===== src/rtl/pgbuf_pkg.sv =====
package pgbuf_pkg;

   typedef enum logic [1:0] {
      SEQ_IDLE  = 2'd0,
      SEQ_WRITE = 2'd1,
      SEQ_WAIT  = 2'd2
   } seq_state_t;

endpackage


===== src/rtl/pgbuf_store.sv =====
module pgbuf_store #(
   parameter int PAGE_BYTES = 8,
   parameter int DATA_W     = 8,
   parameter bit CLEAR_DATA = 1'b1,
   localparam int OFF_W     = $clog2(PAGE_BYTES)
) (
   input  logic                  clk,
   input  logic                  rst_n,
   input  logic                  clr,
   input  logic                  wr_en,
   input  logic [OFF_W-1:0]      wr_off,
   input  logic [DATA_W-1:0]     wr_dat,
   input  logic [OFF_W-1:0]      rd_off,
   output logic [DATA_W-1:0]     rd_dat,
   output logic [PAGE_BYTES-1:0] mask
);

   logic [DATA_W-1:0] entry [PAGE_BYTES];

   // valid mask: clear wins over a simultaneous write
   always_ff @(posedge clk or negedge rst_n) begin
      if (!rst_n) begin
         mask <= '0;
      end else if (clr) begin
         mask <= '0;
      end else if (wr_en) begin
         mask[wr_off] <= 1'b1;
      end
   end

   for (genvar g = 0; g < PAGE_BYTES; g++) begin : g_entry
      logic hit;
      assign hit = wr_en && !clr && (wr_off == OFF_W'(g));
      if (CLEAR_DATA) begin : g_rst
         always_ff @(posedge clk or negedge rst_n) begin
            if (!rst_n) begin
               entry[g] <= '0;
            end else if (hit) begin
               entry[g] <= wr_dat;
            end
         end
      end else begin : g_norst
         always_ff @(posedge clk) begin
            if (hit) begin
               entry[g] <= wr_dat;
            end
         end
      end
   end

   assign rd_dat = entry[rd_off];

   AST_CLR_EMPTIES_MASK: assert property (@(posedge clk) disable iff (!rst_n)
      clr |=> (mask == '0));
   AST_WR_SETS_VALID: assert property (@(posedge clk) disable iff (!rst_n)
      (wr_en && !clr) |=> mask[$past(wr_off)]);
   AST_WR_LANDS_DATA: assert property (@(posedge clk) disable iff (!rst_n)
      (wr_en && !clr) |=> (entry[$past(wr_off)] == $past(wr_dat)));

endmodule


===== src/rtl/pgbuf_timer.sv =====
module pgbuf_timer #(
   parameter int TWR_CYCLES = 500000,
   localparam int CNT_W     = $clog2(TWR_CYCLES + 1)
) (
   input  logic clk,
   input  logic rst_n,
   input  logic launch,
   output logic running,
   output logic last
);

   logic [CNT_W-1:0] cnt;

   always_ff @(posedge clk or negedge rst_n) begin
      if (!rst_n) begin
         running <= 1'b0;
         cnt     <= '0;
      end else if (launch) begin
         running <= 1'b1;
         cnt     <= '0;
      end else if (running) begin
         if (cnt == CNT_W'(TWR_CYCLES - 1)) begin
            running <= 1'b0;
            cnt     <= '0;
         end else begin
            cnt <= cnt + 1'b1;
         end
      end
   end

   assign last = running && (cnt == CNT_W'(TWR_CYCLES - 1));

   AST_CNT_BOUND: assert property (@(posedge clk) disable iff (!rst_n)
      running |-> (cnt < CNT_W'(TWR_CYCLES)));
   AST_LAST_STOPS: assert property (@(posedge clk) disable iff (!rst_n)
      (last && !launch) |=> !running);

endmodule


===== src/rtl/pgbuf_seq.sv =====
module pgbuf_seq
   import pgbuf_pkg::*;
#(
   parameter int PAGE_BYTES = 8,
   localparam int OFF_W     = $clog2(PAGE_BYTES)
) (
   input  logic                  clk,
   input  logic                  rst_n,
   input  logic                  go,
   input  logic [PAGE_BYTES-1:0] mask,
   input  logic                  tmr_run,
   input  logic                  tmr_last,
   output logic [OFF_W-1:0]      idx,
   output logic                  we,
   output logic                  tmr_launch,
   output logic                  busy
);

   seq_state_t state, state_nx;
   logic [OFF_W-1:0] idx_nx;

   always_comb begin
      state_nx   = state;
      idx_nx     = idx;
      tmr_launch = 1'b0;
      unique case (state)
         SEQ_IDLE: begin
            if (go) begin
               state_nx = SEQ_WRITE;
               idx_nx   = '0;
            end
         end
         SEQ_WRITE: begin
            if (idx == OFF_W'(PAGE_BYTES - 1)) begin
               state_nx   = SEQ_WAIT;
               idx_nx     = '0;
               tmr_launch = 1'b1;
            end else begin
               idx_nx = idx + 1'b1;
            end
         end
         SEQ_WAIT: begin
            if (tmr_last) begin
               state_nx = SEQ_IDLE;
            end
         end
         default: begin
            state_nx = SEQ_IDLE;
         end
      endcase
   end

   always_ff @(posedge clk or negedge rst_n) begin
      if (!rst_n) begin
         state <= SEQ_IDLE;
         idx   <= '0;
      end else begin
         state <= state_nx;
         idx   <= idx_nx;
      end
   end

   assign we   = (state == SEQ_WRITE) && mask[idx];
   assign busy = (state != SEQ_IDLE);

   AST_GO_ONLY_IDLE: assert property (@(posedge clk) disable iff (!rst_n)
      go |-> (state == SEQ_IDLE));
   AST_WAIT_HAS_TIMER: assert property (@(posedge clk) disable iff (!rst_n)
      (state == SEQ_WAIT) |-> tmr_run);
   AST_WRITE_MASK_STABLE: assert property (@(posedge clk) disable iff (!rst_n)
      (state == SEQ_WRITE) |=> $stable(mask));

endmodule


===== src/rtl/pgbuf_wr_ctrl.sv =====
module pgbuf_wr_ctrl #(
   parameter int PAGE_BYTES = 8,
   parameter int DATA_W     = 8,
   parameter int ADDR_W     = 8,
   parameter int TWR_CYCLES = 500000,
   parameter bit CLEAR_DATA = 1'b1,
   localparam int OFF_W     = $clog2(PAGE_BYTES),
   localparam int ROW_W     = ADDR_W - OFF_W
) (
   input  logic              clk,
   input  logic              rst_n,
   input  logic              start_evt,
   input  logic              stop_evt,
   input  logic              byte_vld,
   input  logic [OFF_W-1:0]  byte_off,
   input  logic [ROW_W-1:0]  byte_row,
   input  logic [DATA_W-1:0] byte_dat,
   input  logic              wp,
   output logic              busy,
   output logic              arr_we,
   output logic [ADDR_W-1:0] arr_addr,
   output logic [DATA_W-1:0] arr_dat,
   output logic              commit_done
);

   if (PAGE_BYTES < 2 || (1 << OFF_W) != PAGE_BYTES) begin : g_chk_page
      $error("PAGE_BYTES must be a power of two and at least 2");
   end
   if (TWR_CYCLES < 1) begin : g_chk_twr
      $error("TWR_CYCLES must be at least 1");
   end
   if (ADDR_W <= OFF_W) begin : g_chk_addr
      $error("ADDR_W must exceed the offset width");
   end
   if (DATA_W < 1) begin : g_chk_data
      $error("DATA_W must be positive");
   end

   logic                  frame_open;
   logic [ROW_W-1:0]      row_q;
   logic [PAGE_BYTES-1:0] mask;
   logic [OFF_W-1:0]      idx;
   logic                  take_start, take_stop, take_byte, go;
   logic                  tmr_launch, tmr_run, tmr_last;

   assign take_start = start_evt && !busy;
   assign take_stop  = stop_evt && !busy && !start_evt;
   assign take_byte  = byte_vld && !busy && frame_open && !start_evt;
   assign go         = take_stop && frame_open && !wp && ((mask != '0) || take_byte);

   always_ff @(posedge clk or negedge rst_n) begin
      if (!rst_n) begin
         frame_open <= 1'b0;
         row_q      <= '0;
      end else begin
         if (take_start) begin
            frame_open <= 1'b1;
         end else if (take_stop) begin
            frame_open <= 1'b0;
         end
         if (take_byte) begin
            row_q <= byte_row;
         end
      end
   end

   pgbuf_store #(
      .PAGE_BYTES (PAGE_BYTES),
      .DATA_W     (DATA_W),
      .CLEAR_DATA (CLEAR_DATA)
   ) u_store (
      .clk    (clk),
      .rst_n  (rst_n),
      .clr    (take_start),
      .wr_en  (take_byte),
      .wr_off (byte_off),
      .wr_dat (byte_dat),
      .rd_off (idx),
      .rd_dat (arr_dat),
      .mask   (mask)
   );

   pgbuf_seq #(
      .PAGE_BYTES (PAGE_BYTES)
   ) u_seq (
      .clk        (clk),
      .rst_n      (rst_n),
      .go         (go),
      .mask       (mask),
      .tmr_run    (tmr_run),
      .tmr_last   (tmr_last),
      .idx        (idx),
      .we         (arr_we),
      .tmr_launch (tmr_launch),
      .busy       (busy)
   );

   pgbuf_timer #(
      .TWR_CYCLES (TWR_CYCLES)
   ) u_timer (
      .clk     (clk),
      .rst_n   (rst_n),
      .launch  (tmr_launch),
      .running (tmr_run),
      .last    (tmr_last)
   );

   assign arr_addr    = {row_q, idx};
   assign commit_done = tmr_last;

   AST_WE_WHILE_BUSY: assert property (@(posedge clk) disable iff (!rst_n)
      arr_we |-> busy);
   AST_WP_STAYS_IDLE: assert property (@(posedge clk) disable iff (!rst_n)
      (stop_evt && wp && !busy) |=> !busy);
   AST_BUSY_FROM_STOP: assert property (@(posedge clk) disable iff (!rst_n)
      $rose(busy) |-> $past(stop_evt));
   AST_DONE_ENDS_BUSY: assert property (@(posedge clk) disable iff (!rst_n)
      commit_done |-> busy ##1 !busy);
   AST_MASK_FROZEN: assert property (@(posedge clk) disable iff (!rst_n)
      busy |=> $stable(mask));
   AST_EMPTY_NO_GO: assert property (@(posedge clk) disable iff (!rst_n)
      (stop_evt && !busy && (mask == '0) && !byte_vld) |=> !busy);

endmodule


===== config.mk =====
export PLATFORM = sky130hd
export DESIGN_NAME = pgbuf_wr_ctrl
export DESIGN_NICKNAME = d
export VERILOG_FILES = /design/src/rtl/pgbuf_pkg.sv /design/src/rtl/pgbuf_store.sv /design/src/rtl/pgbuf_timer.sv /design/src/rtl/pgbuf_seq.sv /design/src/rtl/pgbuf_wr_ctrl.sv
export SDC_FILE = /design/constraint.sdc
export NUM_CORES = 1
export LEC_CHECK = 0
export ABC_CLOCK_PERIOD_IN_PS = 4070
export BUFFER_PORTS_ARGS = -buffer_cell sky130_fd_sc_hd__buf_4
export CAP_MARGIN = 0
export CORE_ASPECT_RATIO = 1.2
export CORE_MARGIN = 2
export CORE_UTILIZATION = 45
export CTS_CLUSTER_DIAMETER = 120
export CTS_CLUSTER_SIZE = 8
export DETAILED_ROUTE_END_ITERATION = 10
export GPL_TIMING_DRIVEN = 0
export SLEW_MARGIN = 30
export SYNTH_ARGS = -nofsm -noshare
export SYNTH_HDL_FRONTEND = slang
export SYNTH_SLANG_ARGS = --single-unit

===== constraint.sdc =====
create_clock -name clk -period 4.07 [get_ports clk]
set_input_delay 0.814 -clock clk [delete_from_list [all_inputs] [get_ports clk]]
set_output_delay 0.814 -clock clk [all_outputs]
set_load 0.1 [all_outputs]

==> metrics.cfg, run 1 <==
[outcome]
outcome = finished, final reports clean

[floorplanning]
die_area_um2 = 11600
initial_utilization_pct = 46.1
num_io_pins = 41
num_rows = 41
placeableCoreArea_um2 = 10500
fp.dieH_um = 117
die_w_um = 98.5

[detailed_routing]
wirelength_mm = 10.1
ant_nets = 0
first_pass_iters = 4
wl_per_cell_um = 18.5
drc_errors = 0
vias_per_cell = 5.56
vias = 3039
drtIter0Drc = 117

[setup_path]
cp_slowest_cell = clkbuf_1
crit_chain = clkbuf_1 > clkbuf_1 > mux4_2 > mux2_2 > buf_4
path_max_fanout = 10
crit_buf_inv = 3
critical_path.top_delay_family = buffers and inverters
r2r_slack_ns = 1.67
r2r.worst_path.cells = 4
cp-end-kind = primary output
cp.required_ns = 3.26
critPathArrivalTime_ns = 2.93
start_kind = flip-flop
rr_startpoint = u_seq.state[0]
path_common_cell = clkbuf_1
r2r_end = u_store.entry[8]
max_stage_delay_ns = 0.67
criticalPathCategory = reg2out

[cts]
cts_tree = built
htree_levels = 3
clk_latency_ns = 0.33
clk_pin_slew_worst_paths_ns = 0.07
postCtsHoldBufs = 0
clockBufferDepth = 2
numCtsBuffers = 9
clkSinkCount = 103
post_cts_buffers = 0
cts-root-buf = clkbuf_16
post_cts_resized = 0

[timing]
final_max_slew_viol_count = 0
slew_headroom_pct = 36.5
setup_ws_ns = 0.328
hold_viol = 0
finalCriticalPeriod_ns = 3.74
fin_crit_sh_pct = 91.9
tns_ns = 0
skew_ns = 0.00430
tightest_slew_ns = 0.948
setup_violations = 0
rsz0062_at_grt = no
max_freq_mhz = 267

[synth]
ys_seq_area_share_pct = 53.4
post-synth-top-area-fraction_pct = 53.4
yosys.area.top_type = dfrtp_1
synth.distinct_cells = 46
syn_avg_cell_area_um2 = 13.3
synth_nets = 389
ys_warn_count = 0
ys_ff_latch = 103
synth_cells = 364
synth_area_leaders = dfrtp_1 53%, mux2_2 17%, mux4_2 8.4%, nand2_1 2.6%, xor2_1 2.2%
synth_area_um2 = 4830

[global_route]
overflow = 0
antenna_found_initial = 0
grt_pass1_vias = 3140
grt_max_degree = 104
grt_pass1_wl_mm = 16.6
grtUsageTotal_pct = 18.2

[final_layout]
antenna_cells = 0
layout_commonest_cell = dfrtp_1
syn_to_final_growth_pct = 15.6
fillCellCount = 891
drive_gt1_share_pct = 36.1
layout_common_cells = 103 x dfrtp_1, 72 x mux2_2, 37 x buf_4, 34 x nand2_1, 20 x nor2_1
finalNetCount = 438
final_cells = 547

[placement]
hpwlAfterDp_mm = 6.57
place_ws_ns = 0.649
port_buffers = 37
dp_cells = 530
globalplace.congestion = 0.757

[power]
p_per_area_nw_per_um2 = 345
finalPower_mw = 1.92
p_leak_nw = 2.74
ir_drop_uv = 173

[min_path]
min_path_cells = 2
holdPathEnd = row_q[0]
min_from = row_q[0]
hp-class = reg2reg

[run]
max_cap_viol_count = 0

cell families (layout without fill, tap and decap cells):
family | count (synthesis) | in the layout | share of synthesized area (%)
adder cells (fa/ha/maj) | 3 | 3 | 0.778
AO/OA/AOI/OAI | 25 | 25 | 3.45
AND/OR/NAND/NOR | 111 | 111 | 13.1
XOR/XNOR | 12 | 12 | 2.18
multiplexers | 91 | 91 | 25.4
flip-flops | 103 | 103 | 53.4
buffers and inverters | 19 | 73 | 1.66
state kept, by name (all words and copies together) (netlist names):
signal and cells:
u_seq.idx 3, frame_open 1, row_q 5, u_store.entry 64
u_timer.running 1, u_timer.cnt 19, u_store.mask 8, u_seq.state 2
metal layers:
metal / share of wire, % / track usage (%) / up-vias
met2: 50 / 29.5 / 38
met4: 1.1 / 6.42 / 0
met1: 47 / 25.2 / 1575
met5: 0 / 0 / -
li1: - / - / 1418
met3: 2.1 / 2.50 / 8
synthesized netlist by cell type (all sizes together):
cell and instances:
nor2 20, nand4 8, a21o 1, mux4 18, a311oi 1, or2b 1, nand2b 2, o21a 5
ha 3, o21bai 1, nor3b 1, and4 3, nand2 34, clkinv 1, a22o 1, inv 5
a31oi 2, nor4b 2, or3 3, dfrtp 103, o21ai 4, a21oi 5, mux2 72, xor2 12
clkbuf 10, nor4 4, mux2i 1, nand4b 1, o31ai 1, nor3 4, nand3 13, and2 2
nand3b 2, buf 3, and3 9, nor2b 2, o2bb2ai 1, a21boi 3
cell type report:
class / instances / area [µm²] / area share (%)
Inverter: 6 / 22.5 / 0.404
Buffer: 13 / 57.6 / 1.03
Timing Repair Buffer: 38 / 292 / 5.23
Clock buffer: 12 / 246 / 4.42
Multi-Input combinational cell: 242 / 2170 / 39.0
Sequential cell: 103 / 2580 / 46.2
Clock inverter: 4 / 45.0 / 0.808
Tap cell: 129 / 161 / 2.89
power by group:
group	switching [mW]	internal, mW
combinational	0.0346	0.0144
sequential	0	1.02
clock	0.358	0.491
total	0.393	1.53
tightest hold or removal path, cell delays in order, from the launching register on:
cell and delay (ns):
dfrtp_1 0.34, nand2_1 0.05, nand2_1 0.06
through the flow:
step           instance area [µm²]  hold WS (ns)  utilization, %
2_1_floorplan                 4830         0.474               -
3_3_place_gp                  5270         0.460            50.3
3_5_place_dp                  5270         0.463            50.3
4_1_cts                       5560         0.479            53.1
5_1_grt                       5580         0.493            53.3
6_report                      5580         0.476            53.3
worst max-delay path by stage:
stage,from,endpoint,slack [ns],cells past startpoint
3_5_place_dp,u_seq.idx[1],arr_dat[6],0.65,5
4_1_cts,u_seq.idx[1],arr_dat[6],0.28,5
3_3_place_gp,u_seq.idx[1],arr_dat[6],0.64,5
5_1_grt,u_seq.idx[1],arr_dat[3],0.20,5
6_report,u_seq.idx[1],arr_dat[3],0.33,5
2_1_floorplan,u_seq.idx[0],arr_we,0.21,4
(Power assumes the default switching activity.)
==> run 2, diff against run 1 <==
PLACE_DENSITY = 0.62   (was default)
==> metrics.cfg, run 2 (synthesized netlist as in run 1, its figures left out) <==
[timing]
finalCriticalPeriod_ns = 3.68
slew_headroom_pct = 35.7
fin_crit_sh_pct = 90.4
max_freq_mhz = 272
skew_ns = 0.00892
tightest_slew_ns = 0.959
tns_ns = 0
final_max_slew_viol_count = 0
rsz0062_at_grt = no
hold_viol = 0
setup_violations = 0

[placement]
globalplace.congestion = 0.784
hpwlAfterDp_mm = 6.65
port_buffers = 37

[detailed_routing]
vias_per_cell = 5.58
ant_nets = 0
first_pass_iters = 4
wl_per_cell_um = 18.4
drc_errors = 0
drtIter0Drc = 69
vias = 3048
wirelength_mm = 10.1

[setup_path]
r2r_end = u_store.entry[15]
cp.required_ns = 3.26
critPathArrivalTime_ns = 2.86
path_max_fanout = 10
start_kind = flip-flop
cp-end-kind = primary output
criticalPathCategory = reg2out
r2r.worst_path.cells = 4
rr_startpoint = u_seq.state[0]
r2r_slack_ns = 1.70

[floorplanning]
num_io_pins = 41
num_rows = 41
fp.dieH_um = 117
initial_utilization_pct = 46.1
die_w_um = 98.5
placeableCoreArea_um2 = 10500
die_area_um2 = 11600

[final_layout]
fillCellCount = 922
antenna_cells = 0
multi_input_area_um2 = 2170
layout_common_cells = 103 x dfrtp_1, 72 x mux2_2, 36 x buf_4, 34 x nand2_1, 20 x nor2_1
largest_reg_flops = 64
layout_commonest_cell = dfrtp_1
finalNetCount = 437
ff_latch_area_um2 = 2580
syn_to_final_growth_pct = 15.7
drive_gt1_share_pct = 36.2
reg_top3 = u_store.entry: 64 flops, u_timer.cnt: 19 flops, u_store.mask: 8 flops
top_register = u_store.entry

[cts]
post_cts_buffers = 0
clkSinkCount = 103
cts-root-buf = clkbuf_16
htree_levels = 3
postCtsHoldBufs = 0
cts_tree = built
clockBufferDepth = 2
numCtsBuffers = 9
clk_pin_slew_worst_paths_ns = 0.07
clk_latency_ns = 0.34
post_cts_resized = 0

[power]
p_leak_nw = 2.74
finalPower_mw = 1.98
p_per_area_nw_per_um2 = 355
ir_drop_uv = 173

[global_route]
grt_max_degree = 104
grt_pass1_wl_mm = 16.8
grtUsageTotal_pct = 18.6
antenna_found_initial = 0
grt_pass1_vias = 3187
overflow = 0

[min_path]
min_path_cells = 2
hp-class = reg2reg
min_from = row_q[2]
holdPathEnd = row_q[2]

[outcome]
outcome = finished, final reports clean

[run]
max_cap_viol_count = 0

## run 2: cell count changes in the layout (fill, tap and decap cells not counted), sizes merged
cell      before  now
buf           40   39
bufinv         1    2
clkbuf        23   21
clkinv         4    3
clkinvlp       0    2
## run 2: worst max-delay path by stage
stage                            start          to  slack (ns)  depth (start not counted)
after floorplan           u_seq.idx[0]      arr_we        0.21                          4
after global placement    u_seq.idx[1]  arr_dat[0]        0.75                          5
after detailed placement  u_seq.idx[1]  arr_dat[0]        0.71                          5
after CTS                 u_seq.idx[1]  arr_dat[0]        0.34                          5
after global routing      u_seq.idx[1]  arr_dat[0]        0.29                          5
final                     u_seq.idx[1]  arr_dat[0]        0.39                          5
## run 2: critical path, stage by stage, from the launching register on
cell and delay (ns):
dfrtp_1 0.39, clkbuf_1 0.53, clkbuf_1 0.65, mux4_2 0.41
mux2_2 0.31, buf_4 0.24
## run 2: where the power goes
group	switching [mW]	total [mW]	internal [mW]
Combinational	0.0339	0.0483	0.0144
Clock	0.373	0.911	0.537
Sequential	0	1.02	1.02
Total	0.407	1.98	1.57
## run 2: final cells by class
class / count / area share [%]
flip-flops and latches: 103 / 46.1
multi-input cells: 242 / 38.8
repair buffers: 37 / 5.09
clock buffers: 10 / 4.10
well taps: 129 / 2.89
clock inverters: 6 / 1.52
plain buffers: 13 / 1.03
inverters: 6 / 0.403
## run 2: per-layer routing
layer	routed length, µm	track usage, %	vias to the layer above	share of wire [%]
met5	0	0	-	0
met4	163	6.85	0	1.6
met3	218	2.56	11	2.2
met2	5090	30.9	39	51
met1	4600	24.9	1570	46
li1	-	-	1428	-
## run 2: through the flow
stage          setup WS, ns  instance area [µm²]  hold WS [ns]  instances  util, %
5_1_grt               0.294                 5590         0.512        546     53.4
6_report              0.392                 5590         0.480        546     53.4
4_1_cts               0.342                 5580         0.490        546     53.3
3_3_place_gp          0.747                 5270         0.462        530     50.3
3_5_place_dp          0.712                 5270         0.474        530     50.3
2_1_floorplan         0.214                 4830         0.474        364        -
